### src/rtl/seu_fsm_pkg.sv
`timescale 1ns/1ps
package seu_fsm_pkg;
   localparam int ENC_BIN    = 0;
   localparam int ENC_ONEHOT = 1;
   localparam int ENC_PAR    = 2;
   localparam int ENC_HAM3   = 3;

   localparam int IDX_W  = 3;
   localparam int NUM_ST = 1 << IDX_W;
   localparam int MAX_CW = NUM_ST;

   typedef logic [IDX_W-1:0] idx_t;

   function automatic int code_width(input int enc);
      case (enc)
         ENC_BIN:    return IDX_W;
         ENC_ONEHOT: return NUM_ST;
         ENC_PAR:    return IDX_W + 1;
         default:    return IDX_W + 3;
      endcase
   endfunction

   function automatic logic [MAX_CW-1:0] code_of(input int enc, input idx_t s);
      logic [MAX_CW-1:0] w;
      w = '0;
      case (enc)
         ENC_BIN:    w[IDX_W-1:0] = s;
         ENC_ONEHOT: w[s] = 1'b1;
         ENC_PAR:    w[IDX_W:0] = {^s, s};
         default:    w[IDX_W+2:0] = {s[0] ^ s[2], s[1] ^ s[2], s[0] ^ s[1], s};
      endcase
      return w;
   endfunction
endpackage

### src/rtl/seu_code_enc.sv
`timescale 1ns/1ps
module seu_code_enc
   import seu_fsm_pkg::*;
#(
   parameter int  ENC = ENC_HAM3,
   localparam int CW  = code_width(ENC)
) (
   input  idx_t          idx,
   output logic [CW-1:0] code
);
   always_comb begin
      code = CW'(code_of(ENC, idx));
   end
endmodule

### src/rtl/seu_code_dec.sv
`timescale 1ns/1ps
module seu_code_dec
   import seu_fsm_pkg::*;
#(
   parameter int  ENC = ENC_HAM3,
   localparam int CW  = code_width(ENC)
) (
   input  logic [CW-1:0] code,
   output idx_t          idx,
   output logic          legal,
   output logic          fixed
);
   generate
      if (ENC == ENC_BIN) begin : g_plain
         always_comb begin
            idx   = code[IDX_W-1:0];
            legal = 1'b1;
            fixed = 1'b0;
         end
      end else begin : g_search
         localparam bit CAN_FIX = (ENC == ENC_HAM3);
         logic [CW-1:0] cand_w [NUM_ST];
         idx_t          hit_idx;
         idx_t          near_idx;
         logic          hit;
         logic [3:0]    near_cnt;

         for (genvar g = 0; g < NUM_ST; g++) begin : g_cw
            assign cand_w[g] = CW'(code_of(ENC, IDX_W'(g)));
         end

         always_comb begin
            hit      = 1'b0;
            hit_idx  = '0;
            near_idx = '0;
            near_cnt = '0;
            for (int i = 0; i < NUM_ST; i++) begin
               if (code == cand_w[i]) begin
                  hit     = 1'b1;
                  hit_idx = IDX_W'(i);
               end else if ($countones(code ^ cand_w[i]) == 1) begin
                  near_cnt = near_cnt + 4'd1;
                  near_idx = IDX_W'(i);
               end
            end
            fixed = CAN_FIX && !hit && (near_cnt == 4'd1);
            legal = hit || fixed;
            idx   = hit ? hit_idx : (fixed ? near_idx : '0);
         end
      end
   endgenerate
endmodule

### src/rtl/seu_seq_next.sv
`timescale 1ns/1ps
module seu_seq_next
   import seu_fsm_pkg::*;
(
   input  idx_t cur,
   input  logic legal,
   input  logic start,
   input  logic step,
   input  logic abort,
   output idx_t nxt,
   output logic fin
);
   localparam idx_t IDLE = '0;
   localparam idx_t LAST = IDX_W'(NUM_ST - 1);

   always_comb begin
      nxt = cur;
      fin = 1'b0;
      if (!legal) begin
         nxt = IDLE;
      end else if (cur == IDLE) begin
         if (start) nxt = IDX_W'(1);
      end else if (abort) begin
         nxt = IDLE;
      end else if (step) begin
         if (cur == LAST) begin
            nxt = IDLE;
            fin = 1'b1;
         end else begin
            nxt = cur + IDX_W'(1);
         end
      end
   end
endmodule

### src/rtl/seu_hfsm_ctrl.sv
`timescale 1ns/1ps
module seu_hfsm_ctrl
   import seu_fsm_pkg::*;
#(
   parameter int  ENC = ENC_HAM3,
   localparam int CW  = code_width(ENC)
) (
   input  logic          clk,
   input  logic          rst,
   input  logic          start,
   input  logic          step,
   input  logic          abort,
   input  logic [CW-1:0] upset_mask,
   output logic [2:0]    state_idx,
   output logic          done,
   output logic          upset_fixed,
   output logic          upset_seen
);
   localparam logic [CW-1:0] IDLE_CODE = CW'(code_of(ENC, '0));

   initial begin : elab_chk
      a_r6_enc_range: assert (ENC >= ENC_BIN && ENC <= ENC_HAM3)
         else $error("ENC must be 0..3");
      a_r6_idx_width: assert (IDX_W == 3)
         else $error("index width must be 3");
   end

   logic [CW-1:0] st_q;
   logic [CW-1:0] st_d;
   idx_t          cur_idx;
   idx_t          nxt_idx;
   logic          cur_ok;
   logic          cur_fix;
   logic          fin;
   logic          done_q;

   seu_code_dec #(.ENC(ENC)) u_dec (
      .code  (st_q),
      .idx   (cur_idx),
      .legal (cur_ok),
      .fixed (cur_fix)
   );

   seu_seq_next u_next (
      .cur   (cur_idx),
      .legal (cur_ok),
      .start (start),
      .step  (step),
      .abort (abort),
      .nxt   (nxt_idx),
      .fin   (fin)
   );

   seu_code_enc #(.ENC(ENC)) u_enc (
      .idx  (nxt_idx),
      .code (st_d)
   );

   always_ff @(posedge clk) begin
      if (rst) begin
         st_q   <= IDLE_CODE;
         done_q <= 1'b0;
      end else begin
         st_q   <= st_d ^ upset_mask;
         done_q <= fin;
      end
   end

   assign state_idx   = cur_idx;
   assign done        = done_q;
   assign upset_fixed = cur_fix;
   assign upset_seen  = !cur_ok;

   a_r1_reset_idle: assert property (@(posedge clk) disable iff (rst)
      $past(rst) |-> (state_idx == 3'd0 && !done && !upset_seen && !upset_fixed));

   a_r7_mask_single: assert property (@(posedge clk) disable iff (rst)
      $onehot0(upset_mask));

   a_r3_step_adv: assert property (@(posedge clk) disable iff (rst)
      (state_idx != 3'd0 && state_idx != 3'd7 && step && !abort && !upset_seen
       && upset_mask == '0) |=> (state_idx == $past(state_idx) + 3'd1));

   a_r4_last_step: assert property (@(posedge clk) disable iff (rst)
      (state_idx == 3'd7 && step && !abort && !upset_seen && upset_mask == '0)
      |=> (done && state_idx == 3'd0));

   a_r4_done_pulse: assert property (@(posedge clk) disable iff (rst)
      done |=> !done);

   a_r5_abort_idle: assert property (@(posedge clk) disable iff (rst)
      (state_idx != 3'd0 && abort && !upset_seen && upset_mask == '0)
      |=> (state_idx == 3'd0 && !done));

   a_r8_fix_one_cycle: assert property (@(posedge clk) disable iff (rst)
      (upset_fixed && upset_mask == '0) |=> !upset_fixed);

   generate
      if (ENC == ENC_HAM3) begin : g_chk_fix
         a_r8_never_lost: assert property (@(posedge clk) disable iff (rst)
            !upset_seen);
      end else if (ENC != ENC_BIN) begin : g_chk_detect
         a_r9_safe_idle: assert property (@(posedge clk) disable iff (rst)
            (upset_seen && upset_mask == '0)
            |=> (state_idx == 3'd0 && !upset_seen && !done));
      end
   endgenerate
endmodule

### config.mk
export PLATFORM = sky130hd
export DESIGN_NAME = seu_hfsm_ctrl
export DESIGN_NICKNAME = d
export VERILOG_FILES = /design/src/rtl/seu_fsm_pkg.sv /design/src/rtl/seu_code_enc.sv /design/src/rtl/seu_code_dec.sv /design/src/rtl/seu_seq_next.sv /design/src/rtl/seu_hfsm_ctrl.sv
export SDC_FILE = /design/constraint.sdc
export NUM_CORES = 1
export LEC_CHECK = 0
export ABC_AREA = 1
export BUFFER_PORTS_ARGS = -buffer_cell sky130_fd_sc_hd__buf_2
export CORE_UTILIZATION = 40
export DETAILED_ROUTE_END_ITERATION = 6
export GPL_TIMING_DRIVEN = 0
export PLACE_DENSITY = 0.59
export SETUP_SLACK_MARGIN = 0.1
export SLEW_MARGIN = 25
export SYNTH_ARGS = -nofsm -noshare
export SYNTH_HDL_FRONTEND = slang
export SYNTH_SLANG_ARGS = --single-unit
### constraint.sdc
create_clock -name clk -period 7.05 [get_ports clk]
set_input_delay 1.41 -clock clk [delete_from_list [all_inputs] [get_ports clk]]
set_output_delay 1.41 -clock clk [all_outputs]
set_load 0.005 [all_outputs]
==> results.md, run 1 <==
* Detailed Place HPWL at about 4 mm
* Failing checks: setup timing
* Initial antenna violation count at 0
* Worst-Margin Slew at approximately 540 ps
* Crit. End Element: primary output
* Clock Latency Late Sink at around 230 ps
* GPL Wtd Cong at between 0.8 and 0.9
* Core Region at between 5000 and 6000 um^2
* Setup violators final at 5
* Gr ovfl total at 0
* Post-DRT Antenna Nets at 0
* TritonCTS Buffers at 3
* Area leader, netlist: ha_1
* Placed cell area at roughly 2400 um^2
* Fmax at approximately 0.14 GHz
* Post-synth ARST share at 0%
* Max_slew headroom at a little under two thirds
* H-tree depth at 1
* Vias at just over 2k
* Yosys warns at 0
* Final hold violation count at 0
* Die Y at approximately 75 um
* Slowest-stage cell, CP: fa_2
* Largest net degree at the start of global routing at 8
* DRC at 0
* Critical path fanouts, max at 3
* Io pins at 17
* Netlist cell types at 31
* Clock sink count at 7
* Sequential fraction of the synthesis area at approximately 6.6%
* N_diodes at 0
* CP Launch Type: register
* Wire per inst at about 12 um
* Synth Instances at roughly 310
* CTS tree: yes
* Slew Limit Fails at 0
* Fin nets at 411
* GRT Util Overall at roughly 19%
* Number of core rows at 26
* First-pass GRT wire length at 8.383 mm
* Initial core utilization at 41.50%
* Die outline width at roughly 75 um
* CP top delay family: adder cells
* Top FF cell, synth: dfxtp_1
* Area contributors post-synth: ha_1 (17%), fa_1 (11%), nand2_1 (10%)
* RSZ-0062 raised after global routing: yes
* Required time worst endpoint at around 5600 ps
* Syn Nets at roughly 360
* Crit path buffers/inverters at 7
* Design area at a little under 3000 um^2
* Crit-path max cell delay at between 300 and 400 ps
* DR vias/cell at 4.737
* Status: finished with violations
* Hold WC Path Type: register to register
* Yosys top cell area share at between 10% and 20%
* Final Critical Period at approximately 7300 ps
* DRT iter0 DRCs at slightly below 60
* Vias in the first global route at about 1.9k
* Total of max-cap violations at 0
* CTS Buffer Depth at 2
* Worst clock skew at approximately 4.5 ps
* Setup ws final at -218.2 ps
* Clock slew at reported path FFs at around 40 ps
* Mapped cell area at roughly 2100 um^2
* Reg2reg setup slack at about 30 ps
* Post-synth EDFFs at 0
* Synth Area per Inst at between 6 and 7 um^2
* Layout cells sized above 1 at slightly below 50%
* Yosys reg bits at 7
* Die outline area at between 5000 and 6000 um^2
* Synth-to-layout area growth at 35.89%
* Cell mode on critical path: ha_4
* Period utilization at 103.1%
* CTS Root Cell: clkbuf_8
* CP Class: register to primary output
* WL final at 5.025 mm
* Fill count at between 400 and 500
* 1st-pass router iterations at 4
* WP data arrival at between 5000 and 6000 ps
* IO Port Bufs at 16
==> what timing repair did <==
action                                  4_1_cts  5_1_grt
endpoints found under the setup margin       11       12
resized for setup                            26       23
pin swaps                                    31       26
hold endpoints to repair                      0        0
setup buffers                                24        4
hold buffers                                  0        0
==> through the flow <==
step | std cells | setup WS (ps) | utilization, % | TNS, ps | hold WS (ps)
global placement | 398 | -381.7 | 46.94 | -1811 | 1259
finish | 429 | -218.2 | 56.39 | -627.6 | 1279
CTS | 425 | -379.8 | 53.48 | -1774 | 1264
floorplan | 312 | 52.41 | - | 0 | 1123
detailed placement | 398 | -449.4 | 46.94 | -2456 | 1245
global route | 429 | -491.9 | 56.39 | -2683 | 1417
==> registers in the layout, indices dropped and copies added (netlist names) <==
signal and flops:
st_q 6, done 1
==> layout make-up <==
type,instances,area [um^2],share of cell area [%]
clock buffers,4,45.04,1.564
inverters,62,242.7,8.427
multi-input cells,243,2066,71.72
flip-flops and latches,7,152.6,5.300
well taps,70,87.58,3.041
repair buffers,43,286.5,9.948
==> tightest hold or removal path: stages (launching register included) <==
cell and delay [ps]:
dfxtp_2 340, ha_1 190, nand3_2 130, nand2_1 100
nor2_2 70, nand3_2 120, nand3_2 110, nor4_1 160
==> metal layers <==
layer  routed length [um]  vias to the layer above  GRT usage (%)
met5                    0                        -              0
met4                  117                        0          5.870
met3                  114                       12          1.473
met2                 2336                       35          31.83
met1                 2456                      903          27.09
li1                     -                     1082              -
==> synthesized netlist by cell type (3+ instances only) <==
| master | count |
|---|---|
| nand2_1 | 58 |
| inv_1 | 50 |
| nand3_1 | 30 |
| ha_1 | 28 |
| nor2_1 | 26 |
| nand3_2 | 17 |
| fa_1 | 12 |
| nand2_2 | 11 |
| nor2_2 | 11 |
| inv_2 | 10 |
| a21oi_1 | 7 |
| dfxtp_1 | 7 |
| nand2_4 | 5 |
| nand4_1 | 5 |
| nor3_1 | 5 |
| or2_2 | 5 |
| nor2_4 | 3 |
==> kinds of logic (layout without fill, tap and decap cells) <==
family / count (synthesis) / in the layout / synth area share (%)
AOI/OAI and AO/OA: 17 / 17 / 5.077
xor gates and xnor gates: 4 / 4 / 1.653
adders and majority gates: 40 / 40 / 27.86
buffers and inverters: 62 / 109 / 10.98
DFF: 7 / 7 / 6.611
and+or+nand+nor: 182 / 182 / 47.82
==> cell usage in the layout, fill, tap and decap left out, drive strengths merged <==
cell	n
a21oi	8
a31oi	2
buf	43
clkbuf	4
clkinv	2
dfxtp	7
fa	12
ha	28
inv	60
nand2	74
nand3	49
nand3b	2
nand4	5
nor2	40
nor3	5
nor4	1
o21a	1
o21ai	5
o21bai	1
or2	6
xnor2	2
xor2	2
==> final timing paths <==
kind,cells past startpoint,startpoint,endpoint
worst min-delay path,7,st_q[2]$_SDFF_PP0_,done$_SDFF_PP0_
worst max-delay path,40,st_q[0]$_SDFF_PP0_,state_idx[1]
worst max register to register,50,st_q[0]$_SDFF_PP0_,st_q[3]$_SDFF_PP0_
worst min register to register,7,st_q[2]$_SDFF_PP0_,done$_SDFF_PP0_
Power of run 1 is left out: the tool's default activity adds up to more than one toggle a clock period on the data nets, which glitch-free logic cannot reach.
==> inputs of run 2 (changes only) <==
--- a/config.mk
+++ b/config.mk
@@ -7,7 +7,9 @@
 export LEC_CHECK = 0
 export ABC_AREA = 1
 export BUFFER_PORTS_ARGS = -buffer_cell sky130_fd_sc_hd__buf_2
+export CORE_MARGIN = 3
 export CORE_UTILIZATION = 40
+export CTS_BUF_LIST = sky130_fd_sc_hd__clkbuf_4
 export DETAILED_ROUTE_END_ITERATION = 6
 export GPL_TIMING_DRIVEN = 0
 export PLACE_DENSITY = 0.59
==> run 2 against run 1 <==
The run still ends with setup timing left. Sequential cell count stayed put. Worst setup slack worse by 94 ps. Cell count is 1.4% higher. Routed wire length is 14% higher. Maximum frequency is 1.3% lower. Non-clock buffer count is 9 higher. Register-to-register slack worse by 60 ps. Design area is 7.8% higher. Highest routed layer unchanged.
==> results.md, run 2 (synthesis gave the netlist of run 1 again) <==
* Core Region at 4911 um^2 (was 5107 um^2)
* Setup violators final at 7 (was 5)
* Setup TNS at -1110 ps (was -627.6 ps)
* TritonCTS Buffers at 3 (unchanged)
* CP Launch Type: register (unchanged)
* Crit-path max cell delay at 620 ps (was 370 ps)
* CTS Root Cell: clkbuf_4 (was clkbuf_8)
* Storage cell area at 152.6 um^2 (unchanged)
* Total of max-cap violations at 0 (unchanged)
* Final Critical Period at 7363 ps (was 7268 ps)
* Fin nets at 420 (was 411)
* Worst clock skew at 10.11 ps (was 4.505 ps)
* DP Worst Slack at -433.6 ps (was -449.4 ps)
* Detailed Place HPWL at 4.098 mm (was 3.969 mm)
* Max_slew headroom at 61.20% (was 63.56%)
* CTS Buffer Depth at 2 (unchanged)
* Largest net degree at the start of global routing at 8 (unchanged)
* Fmax at 0.1358 GHz (was 0.1376 GHz)
* Number of core rows at 25 (was 26)
* Multi-input logic area at 2196 um^2 (was 2066 um^2)
* Vias at 2,181 (was 2,032)
* Setup ws final at -312.5 ps (was -218.2 ps)
* Final hold violation count at 0 (unchanged)
* GRT Util Overall at 17.59% (was 19.36%)
* Most frequent cells in the layout: nand2_1 (43), inv_1 (33), buf_4 (31) (was nand2_1 (44), inv_1 (35), nand3_1 (27))
* Required time worst endpoint at 5640 ps (about the same)
* Initial core utilization at 43.16% (was 41.50%)
* WP data arrival at 5950 ps (was 5860 ps)
* Fill count at 441 (was 480)
* Commonest non-fill, non-tap cell in the layout: nand2_1 (unchanged)
* H-tree depth at 1 (unchanged)
* Hold WC Path Type: register to register (unchanged)
* Max reg flops at 6 (unchanged)
* Layout cells sized above 1 at 53.26% (was 48.75%)
* Clock sink count at 7 (unchanged)
* DRT iter0 DRCs at 88 (was 59)
* Gr ovfl total at 0 (unchanged)
* Slowest-stage cell, CP: fa_1 (was fa_2)
* DRC at 0 (unchanged)
* Die outline area at 6209 um^2 (was 5594 um^2)
* Clock slew at reported path FFs at 60 ps (was 40 ps)
* Reg with most FFs: st_q (unchanged)
* Io pins at 17 (unchanged)
* RSZ-0062 raised after global routing: yes (unchanged)
* Slew Limit Fails at 0 (unchanged)
* Crit. End Element: primary output (unchanged)
* Critical path fanouts, max at 3 (unchanged)
* Post-DRT Antenna Nets at 0 (unchanged)
* Worst-Margin Slew at 579.8 ps (was 544.6 ps)
* Wire per inst at 13.21 um (was 11.71 um)
* Die Y at 78.80 um (was 74.80 um)
* Vias in the first global route at 2,116 (was 1,912)
* First-pass GRT wire length at 8.976 mm (was 8.383 mm)
* 1st-pass router iterations at 4 (unchanged)
* Clock Latency Late Sink at 250 ps (was 230 ps)
* DR vias/cell at 5.014 (was 4.737)
* Initial antenna violation count at 0 (unchanged)
* Cell mode on critical path: ha_4 (unchanged)
* WL final at 5.747 mm (was 5.025 mm)
* GPL Wtd Cong at 0.8279 (was 0.8137)
* CTS tree: yes (unchanged)
* Synth-to-layout area growth at 46.52% (was 35.89%)
* CP Class: register to primary output (unchanged)
* WHS at 1389 ps (was 1279 ps)
* Failing checks: setup timing (unchanged)
* Status: finished with violations (unchanged)
* Die outline width at 78.80 um (was 74.80 um)
* Period utilization at 104.4% (was 103.1%)
* N_diodes at 0 (unchanged)
* IO Port Bufs at 16 (unchanged)
-- run 2: changes by cell type in the layout (fill, tap and decap cells not counted), sizes merged --
cell / previous run / this run
buf: 43 / 52
-- run 2: path summary, 6_finish.rpt --
kind              depth (start not counted)  slack, ps          startpoint                  to
setup / recovery                         37       -310  st_q[0]$_SDFF_PP0_        state_idx[1]
hold / removal                           10       1390  st_q[3]$_SDFF_PP0_  st_q[5]$_SDFF_PP0_
setup reg to reg                         48        -30  st_q[0]$_SDFF_PP0_  st_q[3]$_SDFF_PP0_
hold reg to reg                          10       1390  st_q[3]$_SDFF_PP0_  st_q[5]$_SDFF_PP0_
-- run 2: through the flow --
step / util [%] / cell area, um^2 / std cells
finish: 63.24 / 3105 / 435
CTS: 54.93 / 2698 / 418
global placement: 48.74 / 2394 / 395
floorplan: - / 2230 / 312
global route: 63.24 / 3105 / 435
detailed placement: 48.74 / 2394 / 395
-- run 2: critical path: cells and delay by family, from the launching register on --
family	cells	cell delay (ps)
fa+ha+maj	10	2560
simple gates	21	2240
flops	1	330
buf+inv	4	240
compound gates	1	180
xor+xnor	1	140
-- run 2: per-layer routing --
metal | track usage, % | vias up | part of all wire (%) | wire length (um)
met2 | 32.17 | 65 | 51 | 2915
met4 | 4.545 | 0 | 2.7 | 154
met5 | 0 | - | 0 | 0
met1 | 21.91 | 988 | 43 | 2480
met3 | 1.701 | 18 | 3.4 | 196
li1 | - | 1110 | - | -
-- run 2: layout make-up --
type                       count  share of cell area, %
multi-input combinational    243                  70.71
clock buffer                   4                 0.9670
inverter                      62                  8.219
tap                           67                  2.699
sequential                     7                  4.915
timing repair buffer          52                  12.49
-- run 2: repair_timing --
item	4_1_cts	5_1_grt
buffers inserted	19	17
pin swaps	29	37
hold buffers	0	0
cloned	0	0
setup endpoints to repair	11	12
gates resized for setup	27	58
Power of run 2 is left out for the same reason.
